--- src/rtl/shadow_map_pkg.sv ---
// Shared definitions for the shadow RAM routing controller.
// Assumes an 8-bit register map with fixed register numbers.
package shadow_map_pkg;

    // Routing decision for one memory cycle
    typedef enum logic [1:0] {
        RT_DRAM = 2'b00,
        RT_EXT  = 2'b01,
        RT_DROP = 2'b10
    } route_e;

    // Register numbers whose bits the decoder consumes
    localparam int REG_CACHE  = 2;
    localparam int REG_SEG_LO = 4;
    localparam int REG_SEG_MD = 5;
    localparam int REG_SEG_HI = 6;

endpackage

--- src/rtl/shadow_io_regs.sv ---
// Index/data register pair on a narrow I/O bus.
// What it does: a write to IDX_PORT loads the index, and the data port reads
// or writes the register the index selects.
// Assumptions:
// - An index at or above NUM_REGS reads FFh and ignores writes.
// - Reads are combinational.
// - Reset is synchronous and active low.
module shadow_io_regs #(
    parameter int                IO_AW     = 8,
    parameter int                DW        = 8,
    parameter int                NUM_REGS  = 16,
    parameter logic [IO_AW-1:0]  IDX_PORT  = 'h22,
    parameter logic [IO_AW-1:0]  DATA_PORT = 'h24
) (
    input  logic                          clk,
    input  logic                          rst_n,
    input  logic [IO_AW-1:0]              io_addr,
    input  logic                          io_wr,
    input  logic                          io_rd,
    input  logic [DW-1:0]                 io_wdata,
    output logic [DW-1:0]                 io_rdata,
    output logic [NUM_REGS-1:0][DW-1:0]   regs_o
);
    localparam int          IW     = $clog2(NUM_REGS);
    localparam logic [DW:0] NREG_W = (DW+1)'(NUM_REGS);

    logic [DW-1:0] index_q;
    logic          idx_hit;
    logic          dat_hit;
    logic          idx_ok;
    logic [IW-1:0] sel;

    assign idx_hit = (io_addr == IDX_PORT);
    assign dat_hit = (io_addr == DATA_PORT);
    assign idx_ok  = ({1'b0, index_q} < NREG_W);
    assign sel     = index_q[IW-1:0];

    // Index register: loaded by a write to the index port
    always_ff @(posedge clk) begin
        if (!rst_n)              index_q <= '0;
        else if (io_wr && idx_hit) index_q <= io_wdata;
    end

    // One storage register per configuration slot
    for (genvar g = 0; g < NUM_REGS; g++) begin : g_reg
        always_ff @(posedge clk) begin
            if (!rst_n)
                regs_o[g] <= '0;
            else if (io_wr && dat_hit && idx_ok && (sel == IW'(g)))
                regs_o[g] <= io_wdata;
        end
    end

    // Read mux: selected register on a valid data-port read, FFh otherwise
    always_comb begin
        io_rdata = '1;
        if (io_rd && dat_hit && idx_ok) io_rdata = regs_o[sel];
    end

endmodule

--- src/rtl/shadow_seg_decode.sv ---
// Segment decoder for the upper-memory window.
// What it does: finds the segment that holds mem_addr and returns that
// segment's read-enable and write-enable bits.
// Assumptions:
// - The window is the top quarter of the address space. Its lower half holds
//   N_SMALL small segments and its upper half holds N_LARGE large segments.
// - An address outside the window reports both enables set, which means DRAM.
module shadow_seg_decode #(
    parameter int DW         = 8,
    parameter int MEM_AW     = 20,
    parameter int N_SMALL    = 8,
    parameter int N_LARGE    = 2,
    parameter int SMALL_LOG2 = 14,
    parameter int LARGE_LOG2 = 16
) (
    input  logic [MEM_AW-1:0] mem_addr,
    input  logic [DW-1:0]     reg_lo,
    input  logic [DW-1:0]     reg_md,
    input  logic [DW-1:0]     reg_hi,
    output logic              in_window,
    output logic              rd_en,
    output logic              wr_en
);
    localparam int SIW = $clog2(N_SMALL);
    localparam int LIW = (N_LARGE > 1) ? $clog2(N_LARGE) : 1;

    logic [2*DW-1:0]    small_bits;
    logic [N_SMALL-1:0] small_rd;
    logic [N_SMALL-1:0] small_wr;
    logic [N_LARGE-1:0] large_rd;
    logic [N_LARGE-1:0] large_wr;
    logic [SIW-1:0]     s_idx;
    logic [LIW-1:0]     l_idx;
    logic               upper_half;
    logic               unused_bits;

    assign small_bits = {reg_md, reg_lo};

    // Split the two small-segment registers into per-segment enables
    for (genvar s = 0; s < N_SMALL; s++) begin : g_small
        assign small_rd[s] = small_bits[2*s];
        assign small_wr[s] = small_bits[2*s+1];
    end

    // Split the large-segment register into per-segment enables
    for (genvar l = 0; l < N_LARGE; l++) begin : g_large
        assign large_rd[l] = reg_hi[2*l];
        assign large_wr[l] = reg_hi[2*l+1];
    end

    assign in_window  = &mem_addr[MEM_AW-1 -: 2];
    assign upper_half = mem_addr[MEM_AW-3];
    assign s_idx      = mem_addr[SMALL_LOG2 +: SIW];
    assign l_idx      = mem_addr[LARGE_LOG2 +: LIW];
    assign unused_bits = ^{mem_addr[SMALL_LOG2-1:0], reg_hi[DW-1:2*N_LARGE]};

    // Pick the enable pair for the segment that holds the address
    always_comb begin
        if (!in_window) begin
            rd_en = 1'b1;
            wr_en = 1'b1;
        end else if (upper_half) begin
            rd_en = large_rd[l_idx];
            wr_en = large_wr[l_idx];
        end else begin
            rd_en = small_rd[s_idx];
            wr_en = small_wr[s_idx];
        end
    end

endmodule

--- src/rtl/shadow_route_sel.sv ---
// Turns a segment's enable pair and the cycle direction into a route code.
// What it does:
// - A read goes to DRAM when read-enabled, and to the bus otherwise.
// - A write goes to DRAM when write-enabled. A write to a read-only shadow
//   segment is dropped. Any other write goes to the bus.
// Assumption: purely combinational, so it adds no cycle of latency.
module shadow_route_sel
    import shadow_map_pkg::*;
(
    input  logic   rd_en,
    input  logic   wr_en,
    input  logic   mem_we,
    output route_e route
);
    // Three-way routing choice
    always_comb begin
        if (!mem_we)     route = rd_en ? RT_DRAM : RT_EXT;
        else if (wr_en)  route = RT_DRAM;
        else if (rd_en)  route = RT_DROP;
        else             route = RT_EXT;
    end

endmodule

--- src/rtl/shadow_map_ctrl.sv ---
// Top level of the shadow RAM routing controller.
// What it does: joins the indexed register pair, the segment decoder and the
// route selector, and derives the external cache enable.
// Assumption: the outputs follow the stored register contents, so a new
// setting shows from the cycle after the write edge.
module shadow_map_ctrl
    import shadow_map_pkg::*;
#(
    parameter int                IO_AW      = 8,
    parameter int                DW         = 8,
    parameter int                NUM_REGS   = 16,
    parameter int                MEM_AW     = 20,
    parameter int                N_SMALL    = 8,
    parameter int                N_LARGE    = 2,
    parameter int                SMALL_LOG2 = 14,
    parameter int                LARGE_LOG2 = 16,
    parameter logic [IO_AW-1:0]  IDX_PORT   = 'h22,
    parameter logic [IO_AW-1:0]  DATA_PORT  = 'h24
) (
    input  logic              clk,
    input  logic              rst_n,
    input  logic [IO_AW-1:0]  io_addr,
    input  logic              io_wr,
    input  logic              io_rd,
    input  logic [DW-1:0]     io_wdata,
    output logic [DW-1:0]     io_rdata,
    input  logic [MEM_AW-1:0] mem_addr,
    input  logic              mem_we,
    output logic [1:0]        route,
    output logic              cache_en
);
    logic [NUM_REGS-1:0][DW-1:0] regs;
    logic   in_window;
    logic   rd_en;
    logic   wr_en;
    route_e route_sel;
    logic   unused_reg_bits;
    logic   unused_win;

    shadow_io_regs #(
        .IO_AW(IO_AW), .DW(DW), .NUM_REGS(NUM_REGS),
        .IDX_PORT(IDX_PORT), .DATA_PORT(DATA_PORT)
    ) u_regs (
        .clk(clk), .rst_n(rst_n), .io_addr(io_addr), .io_wr(io_wr),
        .io_rd(io_rd), .io_wdata(io_wdata), .io_rdata(io_rdata),
        .regs_o(regs)
    );

    shadow_seg_decode #(
        .DW(DW), .MEM_AW(MEM_AW), .N_SMALL(N_SMALL), .N_LARGE(N_LARGE),
        .SMALL_LOG2(SMALL_LOG2), .LARGE_LOG2(LARGE_LOG2)
    ) u_dec (
        .mem_addr(mem_addr), .reg_lo(regs[REG_SEG_LO]),
        .reg_md(regs[REG_SEG_MD]), .reg_hi(regs[REG_SEG_HI]),
        .in_window(in_window), .rd_en(rd_en), .wr_en(wr_en)
    );

    shadow_route_sel u_sel (
        .rd_en(rd_en), .wr_en(wr_en), .mem_we(mem_we), .route(route_sel)
    );

    // Route code out of the selector, cache enable from both control bits
    assign route           = route_sel;
    assign cache_en        = regs[REG_CACHE][2] & regs[REG_CACHE][3];
    assign unused_reg_bits = ^regs;
    assign unused_win      = in_window;

endmodule

--- config.mk ---
export PLATFORM = sky130hd
export DESIGN_NAME = shadow_map_ctrl
export DESIGN_NICKNAME = d
export VERILOG_FILES = /design/src/rtl/shadow_map_pkg.sv /design/src/rtl/shadow_io_regs.sv /design/src/rtl/shadow_seg_decode.sv /design/src/rtl/shadow_route_sel.sv /design/src/rtl/shadow_map_ctrl.sv
export SDC_FILE = /design/constraint.sdc
export NUM_CORES = 1
export LEC_CHECK = 0
export ABC_CLOCK_PERIOD_IN_PS = 6950
export BUFFER_PORTS_ARGS = -buffer_cell sky130_fd_sc_hd__buf_2
export CORE_MARGIN = 3
export CORE_UTILIZATION = 55
export DETAILED_ROUTE_END_ITERATION = 16
export PLACE_DENSITY = 0.75
export SETUP_SLACK_MARGIN = 0.1
export SLEW_MARGIN = 20
export SYNTH_ARGS = -nofsm -noshare
export SYNTH_HDL_FRONTEND = slang
export SYNTH_SLANG_ARGS = --single-unit
export TNS_END_PERCENT = 5
--- constraint.sdc ---
create_clock -name clk -period 6.95 [get_ports clk]
set_input_delay 1.39 -clock clk [delete_from_list [all_inputs] [get_ports clk]]
set_output_delay 1.39 -clock clk [all_outputs]
set_load 0.03 [all_outputs]
==> metrics <==
Worst Setup SP io_addr[0]; R2R Path Start u_regs.index_q[6]$_SDFFE_PN0P_; fin nets 633; Placer Congestion 0.7961; Max Clock Freq 189.6 MHz; post-CTS setup repair buffer count 0; DRC 0; Final Hold Vio Count 0; DR WL/cell 20.35 um; Tmin final 5.275 ns; Core Util, Final 0.6492; Slew Limit Fails 0; die height 113.7 um; CTS sink cnt 136; worst r2r path cells 4; critical path depth in cells 6; Die Span X 113.7 um; detail-routed via count per cell 6.028; hold buffers post-CTS 0; IO Pins 52; initial DRC count 377; area delta synth->final 12.66%; drt first pass iters 5; CP Cell Sequence buf_2 > nor4b_4 > nand4_4 > nor2_1 > o2111ai_1 > buf_2; Inserted Clock Buffers 17; max-cap viol count 0; max_slew headroom 0.3363; CP Launch Type input port; FF-to-FF End u_regs.regs_o[25]$_SDFFE_PN0P_; reg-to-reg slack, setup 4.34 ns; crit path kind input port to output pin; CP max FO 17; Pwr Density 243.0 mW/mm2; Critical Path Max Stage Delay 0.89 ns; PnR worst setup slack 1.675 ns; Routed WL 15.14 mm; Ys Warns 0; status finished, final reports clean; dpl cells 713; Routed Antenna Nets 0; list of most frequent post-synthesis cells mux2i_1 (147), nand2_1 (138), dfxtp_1 (136); static leakage 2.527 nW; hold_sp u_regs.regs_o[55]$_SDFFE_PN0P_; GRT Overall Usage 0.2492; Non-Filler Instances 744; CTS tree built; #FFs+latches synth 136; Core Box Area 0.01108 mm2; syn_nets 617; Worst EP arrival 3.89 ns; setup TNS 0 ns; layout cells sized above 1 0.2169; Post-synth EDFFs 0; FP Rows 38; syn avg cell area 11.08 um2; pin count of the biggest net entering global routing 84; Yosys top cell area share 0.4265; fin crit share 0.7590; Worst VDD drop 0.2529 mV; critical path endpoint io_rdata[5]; synth top area cells dfxtp_1 (43%), mux2i_1 (23%), mux4_2 (12%); slowest CP cell nor2_1; largest delay contributor family on the critical path simple AND/OR/NAND/NOR gates; Inserted Diodes 0; # H-tree levels 4; Seq/Total Area, Yosys 0.4265; Synth Cell Area 0.006384 mm2; cell mode on critical path buf_2; worst path bufs/invs 2; worst path required time 5.56 ns; PortBufs 37; Detail Placement HPWL 9.492 mm; die footprint 0.01294 mm2; Worst-path clk slew 0.06 ns; Tot Pwr 1.747 mW; Starting Density 0.5762; worst-skew pair later-pin latency 0.42 ns; vias in the first global route 4742; GRT overflow 0; Synth cell types 31; initial antenna violation count 0; Main synth FF type dfxtp_1; via count 4485; Synth area leader dfxtp_1; root buf cell clkbuf_16; first-pass GRT wire length 24.79 mm; measured slew at the worst slew-check pin 0.9881 ns; cells after synthesis 576; most numerous cell in the Yosys netlist mux2i_1; Setup crit end kind output pin; Async S/R FF share, synth 0; HP Class flip-flop to flip-flop; post-CTS sizing 0; dpl ws 1.699 ns; worst clock skew 0.01055 ns; Longest Clk Path Bufs 2; RSZ-0062 raised after global routing no; # setup viols final 0
-- worst min-delay path by stage --
stage	end	slack, ns	depth (start not counted)
3_3_place_gp	u_regs.regs_o[77]$_SDFFE_PN0P_	0.44	2
4_1_cts	u_regs.regs_o[55]$_SDFFE_PN0P_	0.46	2
2_1_floorplan	u_regs.regs_o[10]$_SDFFE_PN0P_	0.43	2
3_5_place_dp	u_regs.regs_o[55]$_SDFFE_PN0P_	0.45	2
5_1_grt	u_regs.regs_o[61]$_SDFFE_PN0P_	0.47	2
6_report	u_regs.regs_o[55]$_SDFFE_PN0P_	0.46	2
-- cells in the final DEF (no fill, tap or decap), types with 9 or more instances in the layout --
| cell | n |
|---|---|
| mux2i_1 | 147 |
| nand2_1 | 138 |
| dfxtp_1 | 133 |
| buf_2 | 36 |
| mux4_2 | 35 |
| clkbuf_16 | 17 |
| nor3_4 | 12 |
| nor2b_1 | 10 |
| nand2b_1 | 10 |
| nand3_1 | 9 |
-- routing by layer --
metal	vias up	share of wire	GRT usage
met4	0	0.019	0.09455
met1	2231	0.43	0.3163
met2	153	0.50	0.4177
li1	2076	-	-
met3	25	0.052	0.05411
met5	-	0	0
-- area by class of cell --
cell class	count	area [um2]
Multi-Input combinational cell	394	3467
Timing Repair Buffer	41	217.7
Clock buffer	17	425.4
Sequential cell	136	2726
Tap cell	140	175.2
Clock inverter	14	172.7
Fill cell	879	3886
Inverter	2	7.507
-- per-stage QoR --
stage	cell area (um2)	hold WS (ns)
after floorplan	6384	0.4315
after global placement	6593	0.4385
after detailed placement	6593	0.4467
after CTS	7191	0.4562
after global routing	7192	0.4701
final	7192	0.4580
-- sequential cells by signal (all words and copies together) (netlist names) --
signal / cells
u_regs.regs_o: 128
u_regs.index_q: 8
-- kinds of logic after synthesis --
group / count (synthesis) / share of synthesized area
mux: 184 / 0.3575
compound gates: 13 / 0.01627
simple gates: 197 / 0.1693
flops: 136 / 0.4265
buf+inv: 46 / 0.03038
-- power by group --
group          switching, mW  internal, mW  total, mW
clock                  0.353         0.565      0.918
sequential          0.000120         0.780      0.780
combinational         0.0367        0.0131     0.0498
total                  0.390          1.36       1.75
-- worst min-delay path, stage by stage, from the launching register on --
cell and delay, ns:
dfxtp_1 0.30, nand2_1 0.05, mux2i_1 0.05
(Power assumes the default switching activity.)
